`src/rtl/ned_pkg.sv`:
```
package ned_pkg;

    typedef enum logic [2:0] {
        Q_IDLE,
        Q_WAIT_LOW,
        Q_GUARD,
        Q_ARMED,
        Q_HIT
    } qual_state_t;

    typedef enum logic [1:0] {
        E_OFF,
        E_STEADY,
        E_COUNTDOWN
    } energy_state_t;

endpackage

```
`src/rtl/ned_tick_gen.sv`:
```
module ned_tick_gen #(
    parameter int CLKS_PER_TICK = 50
) (
    input  logic clk,
    input  logic rst_n,
    output logic tick
);
    generate
        if (CLKS_PER_TICK <= 1) begin : g_every
            assign tick = 1'b1;
        end else begin : g_div
            localparam int DW = $clog2(CLKS_PER_TICK);
            localparam logic [DW-1:0] LAST = DW'(CLKS_PER_TICK - 1);
            logic [DW-1:0] div_q;

            always_ff @(posedge clk or negedge rst_n) begin
                if (!rst_n)
                    div_q <= '0;
                else if (div_q == LAST)
                    div_q <= '0;
                else
                    div_q <= div_q + 1'b1;
            end

            assign tick = (div_q == LAST);
        end
    endgenerate
endmodule

```
`src/rtl/ned_tick_timer.sv`:
```
module ned_tick_timer #(
    parameter int LIMIT = 64
) (
    input  logic clk,
    input  logic rst_n,
    input  logic clr,
    input  logic tick,
    output logic done
);
    localparam int CW = $clog2(LIMIT + 1);
    localparam logic [CW-1:0] LIM_V = CW'(LIMIT);

    logic [CW-1:0] cnt_q;

    always_ff @(posedge clk or negedge rst_n) begin
        if (!rst_n)
            cnt_q <= '0;
        else if (clr)
            cnt_q <= '0;
        else if (tick && (cnt_q != LIM_V))
            cnt_q <= cnt_q + 1'b1;
    end

    assign done = (cnt_q == LIM_V);
endmodule

```
`src/rtl/ned_pulse_qual.sv`:
```
module ned_pulse_qual
    import ned_pkg::*;
#(
    parameter int GUARD_TICKS  = 2,
    parameter int WINDOW_TICKS = 64000
) (
    input  logic clk,
    input  logic rst_n,
    input  logic tick,
    input  logic nlp_in,
    output logic sig_valid
);
    qual_state_t state_q, state_d;
    logic        nlp_q;
    logic        rise;
    logic        win_done;
    logic        grd_done;
    logic        win_clr;
    logic        grd_clr;

    always_ff @(posedge clk or negedge rst_n) begin
        if (!rst_n) begin
            state_q <= Q_IDLE;
            nlp_q   <= 1'b0;
        end else begin
            state_q <= state_d;
            nlp_q   <= nlp_in;
        end
    end

    assign rise    = nlp_in & ~nlp_q;
    assign win_clr = (state_q == Q_IDLE);
    assign grd_clr = (state_q != Q_GUARD);

    ned_tick_timer #(.LIMIT(WINDOW_TICKS)) u_win (
        .clk   (clk),
        .rst_n (rst_n),
        .clr   (win_clr),
        .tick  (tick),
        .done  (win_done)
    );

    ned_tick_timer #(.LIMIT(GUARD_TICKS)) u_grd (
        .clk   (clk),
        .rst_n (rst_n),
        .clr   (grd_clr),
        .tick  (tick),
        .done  (grd_done)
    );

    always_comb begin
        state_d = state_q;
        unique case (state_q)
            Q_IDLE: begin
                if (rise)
                    state_d = Q_WAIT_LOW;
            end
            Q_WAIT_LOW: begin
                if (win_done)
                    state_d = Q_IDLE;
                else if (!nlp_in)
                    state_d = Q_GUARD;
            end
            Q_GUARD: begin
                if (win_done)
                    state_d = Q_IDLE;
                else if (grd_done)
                    state_d = Q_ARMED;
            end
            Q_ARMED: begin
                if (win_done)
                    state_d = Q_IDLE;
                else if (rise)
                    state_d = Q_HIT;
            end
            Q_HIT: begin
                state_d = Q_IDLE;
            end
            default: state_d = Q_IDLE;
        endcase
    end

    always_comb begin
        sig_valid = (state_q == Q_HIT);
    end
endmodule

```
`src/rtl/ned_drop_ctl.sv`:
```
module ned_drop_ctl
    import ned_pkg::*;
#(
    parameter int DROP_TICKS = 256000
) (
    input  logic clk,
    input  logic rst_n,
    input  logic tick,
    input  logic sig_valid,
    input  logic an_enable,
    input  logic an_detect,
    input  logic link_up,
    output logic energy_on
);
    energy_state_t state_q, state_d;
    logic          hold;
    logic          drop_clr;
    logic          drop_done;

    always_ff @(posedge clk or negedge rst_n) begin
        if (!rst_n)
            state_q <= E_OFF;
        else
            state_q <= state_d;
    end

    assign hold     = an_enable ? ~an_detect : link_up;
    assign drop_clr = (state_q != E_COUNTDOWN);

    ned_tick_timer #(.LIMIT(DROP_TICKS)) u_drop (
        .clk   (clk),
        .rst_n (rst_n),
        .clr   (drop_clr),
        .tick  (tick),
        .done  (drop_done)
    );

    always_comb begin
        state_d = state_q;
        if (sig_valid) begin
            state_d = E_STEADY;
        end else begin
            unique case (state_q)
                E_OFF: state_d = E_OFF;
                E_STEADY: begin
                    if (!hold)
                        state_d = E_COUNTDOWN;
                end
                E_COUNTDOWN: begin
                    if (hold)
                        state_d = E_STEADY;
                    else if (drop_done)
                        state_d = E_OFF;
                end
                default: state_d = E_OFF;
            endcase
        end
    end

    always_comb begin
        energy_on = (state_q != E_OFF);
    end
endmodule

```
`src/rtl/nlp_energy_detect.sv`:
```
module nlp_energy_detect #(
    parameter int CLKS_PER_TICK = 50,
    parameter int GUARD_TICKS   = 2,
    parameter int WINDOW_TICKS  = 64000,
    parameter int DROP_TICKS    = 256000
) (
    input  logic clk,
    input  logic rst_n,
    input  logic nlp_in,
    input  logic an_enable,
    input  logic an_detect,
    input  logic link_up,
    output logic sig_valid,
    output logic energy_on
);
    logic tick;

    ned_tick_gen #(.CLKS_PER_TICK(CLKS_PER_TICK)) u_tick (
        .clk   (clk),
        .rst_n (rst_n),
        .tick  (tick)
    );

    ned_pulse_qual #(
        .GUARD_TICKS  (GUARD_TICKS),
        .WINDOW_TICKS (WINDOW_TICKS)
    ) u_qual (
        .clk       (clk),
        .rst_n     (rst_n),
        .tick      (tick),
        .nlp_in    (nlp_in),
        .sig_valid (sig_valid)
    );

    ned_drop_ctl #(.DROP_TICKS(DROP_TICKS)) u_drop (
        .clk       (clk),
        .rst_n     (rst_n),
        .tick      (tick),
        .sig_valid (sig_valid),
        .an_enable (an_enable),
        .an_detect (an_detect),
        .link_up   (link_up),
        .energy_on (energy_on)
    );
endmodule

```
`config.mk`:
```
export PLATFORM = sky130hd
export DESIGN_NAME = nlp_energy_detect
export DESIGN_NICKNAME = d
export VERILOG_FILES = /design/src/rtl/ned_pkg.sv /design/src/rtl/ned_tick_gen.sv /design/src/rtl/ned_tick_timer.sv /design/src/rtl/ned_pulse_qual.sv /design/src/rtl/ned_drop_ctl.sv /design/src/rtl/nlp_energy_detect.sv
export SDC_FILE = /design/constraint.sdc
export NUM_CORES = 1
export LEC_CHECK = 0
export BUFFER_PORTS_ARGS = -buffer_cell sky130_fd_sc_hd__buf_2
export CAP_MARGIN = 25
export CORE_MARGIN = 3
export CORE_UTILIZATION = 42
export CTS_CLUSTER_DIAMETER = 80
export DETAILED_ROUTE_END_ITERATION = 10
export PLACE_DENSITY = 0.6
export SKIP_CTS_REPAIR_TIMING = 1
export SLEW_MARGIN = 20
export SYNTH_ARGS = -nofsm -noshare
export SYNTH_HDL_FRONTEND = slang
export SYNTH_SLANG_ARGS = --single-unit
```
`constraint.sdc`:
```
create_clock -name clk -period 4.7 [get_ports clk]
set_input_delay 0.235 -clock clk [delete_from_list [all_inputs] [get_ports clk]]
set_output_delay 0.235 -clock clk [all_outputs]
set_load 0.01 [all_outputs]
```
======== Word-level counts from Yosys, hierarchy flattened ========
Index checks and enable logic that the tools add are counted.
word-level totals
  flip-flop bits (word level) ............. 48
  output and inout bits ................... 2
operators by class
  add/subtract/negate cells ............... 4
  eq/ne operators ......................... 21
  bitwise gates (word level) .............. 3
  multiplexer cells ....................... 21
  reduce and logical (&&, ||, !) cells .... 10
operators with widths
  operator                                       number
  two-way mux 18 bit                             2
  two-way mux 16 bit                             2
  two-way mux 3 bit                              7
  adder 18 x 1 -> 18 bit, second input constant  1
  == test 18 bit, second input constant          1
  != test 18 bit, second input constant          1
  adder 16 x 1 -> 16 bit, second input constant  1
  == test 16 bit, second input constant          1
  != test 16 bit, second input constant          1
  two-way mux 2 bit                              6
  case mux 3 bit (4 select lines)                1
  != test 3 x 2 -> 1 bit, second input constant  3
  nonzero test 2 bit                             4
  adder 6 x 1 -> 6 bit, second input constant    1
  == test 3 x 2 -> 1 bit, second input constant  2
  == test 6 bit, second input constant           1
  two-way mux 6 bit                              1
  != test 3 bit, second input constant           2
  == test 2 bit, second input constant           2
  != test 2 bit, second input constant           2
  != test 4 x 2 -> 1 bit, second input constant  1
  case mux 2 bit (2 select lines)                1
  AND reduction 4 bit                            1
  == test 3 x 1 -> 1 bit, second input constant  1
  10 further kinds                               13

======== Longest topological paths before layout ========
  depth after elaboration ................. 5
  depth in mapped cells ................... 8

======== By module ========
Synthesis repeated with hierarchy kept, for this count alone.
unflattened totals
  cells, all modules ...................... 266
  area total of the unflattened synthesis .. 2626.3 um2
by module, submodules not included
  module                          cells an instance  seq. area each (um2)  times used  area an instance (um2)
  ned_tick_timer (u_drop.u_drop)  113                450.4                 1           1033.5
  ned_tick_timer (u_qual.u_win)   84                 400.4                 1           867.1
  ned_tick_gen                    26                 150.1                 1           285.3
  ned_pulse_qual                  21                 100.1                 1           197.7
  ned_tick_timer (u_qual.u_grd)   11                 50.0                  1           130.1
  ned_drop_ctl                    11                 50.0                  1           112.6

======== Least setup slack after synthesis ========
No wires, ideal clock.
  path type ............................... reg-to-reg
  start ................................... register u_qual.u_win.cnt_q[3]
  end ..................................... register u_qual.u_win.cnt_q[1]
  library setup time ...................... 120 ps
  period minus slack after synthesis ...... 1933 ps
  required time ........................... 4580 ps
  path buffers ............................ 0
  setup slack ............................. 2767 ps
  stages on the path, launching flop included .. 5
  arrival ................................. 1813 ps
  cell sequence ........................... dfrtp_1 -> or4_1 -> or4_4 -> and4_4 -> a31o_1
between the ends
  longest elaborated chain between the ends .. 3
RTL lines
  what                                 line                  text
  start, declared                      ned_tick_timer.sv:13  logic [CW-1:0] cnt_q;
  start signal, assigned               ned_tick_timer.sv:21  cnt_q <= cnt_q + 1'b1;
  != test 16 bit                       ned_tick_timer.sv:20  else if (tick && (cnt_q != LIM_V))
  logical AND 1 bit                    ned_tick_timer.sv:20
  nonzero test 2 bit (no source line)  n/a
No other way between the ends.
A chain may end at the register's enable or synchronous reset.

======== Worst setup path in the final report ========
  start ................................... register u_tick.g_div.div_q[1]
  end ..................................... register u_qual.u_win.cnt_q[15]
between the ends
  longest elaborated chain between the ends .. 3
RTL lines
  what                                 line                  text
  start, declared                      ned_tick_gen.sv:14    logic [DW-1:0] div_q;
  start signal, assigned               ned_tick_gen.sv:22    div_q <= div_q + 1'b1;
  == test 6 bit                        ned_tick_gen.sv:25    assign tick = (div_q == LAST);
  logical AND 1 bit                    ned_tick_timer.sv:20
  nonzero test 2 bit (no source line)  n/a
No other way between the ends.

==> impl_metrics.py <==
metrics = {
    "drt": {
        "met1_length_mm": 2.76,
        "routed_wl_mm": 5.29,
        "post_drt_wl_per_cell_um": 14.6,
        "vias_per_cell": 5.64,
        "via_count": 2043,
        "drt-initial-drc-count": 111,
        "dr.max_layer_used": "met4",
        "drtAntennaViolNets": 0,
        "met2_wirelength_mm": 2.30,
        "dr_wl_met3_um": 170,
        "first_pass_iters": 4,
        "drcViolationCount": 0,
    },
    "cells_and_area": {
        "diodes": 0,
        "drive_gt1_frac": 0.0732,
        "syn2layout_area_growth_pct": 8.21,
        "fin_util": 0.474,
        "fillers": 583,
        "final_nets": 299,
        "fin_cells": 362,
    },
    "clocking": {
        "clk_latency_ns": 0.30,
        "tritoncts": "yes",
        "numCtsBuffers": 5,
        "cts.clk_slew.worst_paths_ns": 0.08,
        "cts_buffer_depth": 2,
        "root_buffer": "clkbuf_8",
        "cts_sinks": 48,
        "h-tree-depth": 2,
    },
    "pwr": {
        "p_per_area_nw_per_um2": 264,
        "p_total_mw": 0.745,
        "power.static_leakage_nw": 1.20,
        "ir_drop_v": 0.000138,
    },
    "placed_design": {
        "gp_congestion": 0.773,
        "place_ws_ns": 2.32,
        "io_buffers": 7,
        "dp_hpwl_mm": 3.61,
        "placed_cells": 354,
    },
    "synth": {
        "synth-main-ff-cell": "dfrtp_1",
        "yosysWarningCount": 0,
        "synth.most_common_cell": "dfrtp_1",
        "ys_top_cells_by_area": "dfrtp_1 (46%), nand2_1 (4.5%), nor2_1 (4.0%), xnor2_1 (4.0%), a21oi_1 (3.8%)",
        "netlist.area_leader.share": 0.461,
        "ys_top_cells_by_count": "dfrtp_1 (48), nand2_1 (31), nor2_1 (28)",
        "synth_seq_cells": 48,
        "netlist_area_um2": 2610,
        "async_flop_share": 1.00,
        "synth_edf_count": 0,
        "avgSynthCellArea_um2": 9.31,
        "synth-seq-area-share": 0.461,
        "yosysUniqueCellTypes": 41,
        "syn_inst": 280,
        "synth.largest_area_cell": "dfrtp_1",
        "syn-num-nets": 293,
    },
    "run_status": {
        "status": "finished clean",
    },
    "setup_path": {
        "crit_path_max_incr_delay_ns": 0.74,
        "critPathKind": "flip-flop to flip-flop",
        "start_kind": "flip-flop",
        "critPathTopFamily": "simple AND/OR/NAND/NOR gates",
        "cp_slowest_cell": "or4b_1",
        "cp.required_ns": 4.93,
        "crit_chain": "inv_1 > ha_1 > nand4b_1 > or4b_1 > or4_1 > a21oi_1",
        "worstPathArrival_ns": 2.66,
        "cp_max_fo": 11,
        "crit_buf_inv": 1,
        "crit_path_end_kind": "flip-flop",
    },
    "global_route": {
        "antenna_found_initial": 0,
        "grt-ovfl-total": 0,
        "grt_pass1_wl_mm": 9.11,
        "grt_pass1_vias": 1932,
        "grt_max_degree": 49,
        "grt_usage": 0.158,
    },
    "sta": {
        "maxSlewViolCount": 0,
        "grt_setup_unrepaired": "no",
        "finalClockSkew_ns": 0.00933,
        "period_share": 0.517,
        "fmax_ghz": 0.411,
        "setup_tns_ns": 0,
        "relSlewSlack": 0.537,
        "fin_crit_ns": 2.43,
        "worstMarginPinSlew_ns": 0.690,
        "finalSetupViolations": 0,
        "finalHoldViolCount": 0,
        "layout_setup_ws_ns": 2.27,
    },
    "floorplan": {
        "fp.dieH_um": 84.8,
        "dieArea_um2": 7190,
        "rows": 28,
        "core_um2": 5960,
        "pin_count": 8,
        "start_util": 0.438,
        "die_x_um": 84.8,
    },
    "min_path": {
        "holdCritPathClass": "primary input to async pin",
    },
    "flow_run": {
        "max_cap_viol_count": 0,
    },
}
-- cell type report --
cell class | count | area [µm²] | share of cell area
timing repair buffer | 9 | 50.0 | 0.0177
clock inverter | 2 | 35.0 | 0.0124
sequential | 48 | 1200 | 0.426
clock buffer | 6 | 72.6 | 0.0257
inverter | 10 | 37.5 | 0.0133
multi-input combinational | 212 | 1330 | 0.472
tap | 75 | 93.8 | 0.0333
-- through the flow --
step,cell area [µm²],hold slack [ns]
floorplan,2610,-0.0606
global placement,2710,0.382
detailed placement,2710,0.383
CTS,2820,0.0547
global route,2820,0.0585
finish,2820,0.0267
-- worst paths after layout --
path,from,endpoint,slack [ns],depth (start not counted)
max,u_tick.g_div.div_q[1]$_DFF_PN0_,u_qual.u_win.cnt_q[15]$_DFFE_PN0P_,2.27,6
min,rst_n,u_qual.u_win.cnt_q[12]$_DFFE_PN0P_,0.03,2
max reg2reg,u_tick.g_div.div_q[1]$_DFF_PN0_,u_qual.u_win.cnt_q[15]$_DFFE_PN0P_,2.27,6
min reg2reg,u_tick.g_div.div_q[0]$_DFF_PN0_,u_tick.g_div.div_q[0]$_DFF_PN0_,0.49,1
max in group asynchronous,rst_n,u_qual.u_win.cnt_q[11]$_DFFE_PN0P_,4.25,2
min in group clk,nlp_in,u_qual.nlp_q$_DFF_PN0_,0.07,1
-- kinds of logic (layout without fill, tap and decap cells) --
family,after synthesis,after routing,synth area share
buffers and inverters,20,27,0.0288
DFF,48,48,0.461
adders and majority gates,7,7,0.0336
muxes,6,6,0.0230
and+or+nand+nor,134,134,0.283
xor gates and xnor gates,14,14,0.0470
AOI/OAI and AO/OA,51,51,0.124
-- cells in the final DEF (no fill, tap or decap), types with 5 or more instances in the layout --
cell type   n
a21oi_1    20
buf_2       7
clkbuf_8    5
dfrtp_1    48
ha_1        7
inv_1      10
mux2i_1     6
nand2_1    31
nand3_1    12
nand4_1     7
nor2_1     28
o21ai_0     8
o31ai_1    11
or3_1       5
or4_1      11
xnor2_1    12
-- state kept, by name, indices dropped and copies added, names as in the netlist --
signal               count
u_drop.state_q           2
u_drop.u_drop.cnt_q     18
u_qual.nlp_q             1
u_qual.state_q           3
u_qual.u_grd.cnt_q       2
u_qual.u_win.cnt_q      16
u_tick.g_div.div_q       6
-- routing by layer --
| layer | vias to the layer above | GRT usage |
|---|---|---|
| met1 | 973 | 0.222 |
| met5 | - | 0 |
| met4 | 0 | 0.0475 |
| met3 | 5 | 0.0353 |
| met2 | 28 | 0.246 |
| li1 | 1037 | - |
-- report_power, final --
group	switching [mW]	internal (mW)
Combinational	0.0214	0.00989
Sequential	0.00192	0.415
Clock	0.138	0.158
Total	0.161	0.583
No activity file was read; power rests on OpenSTA's default activity.
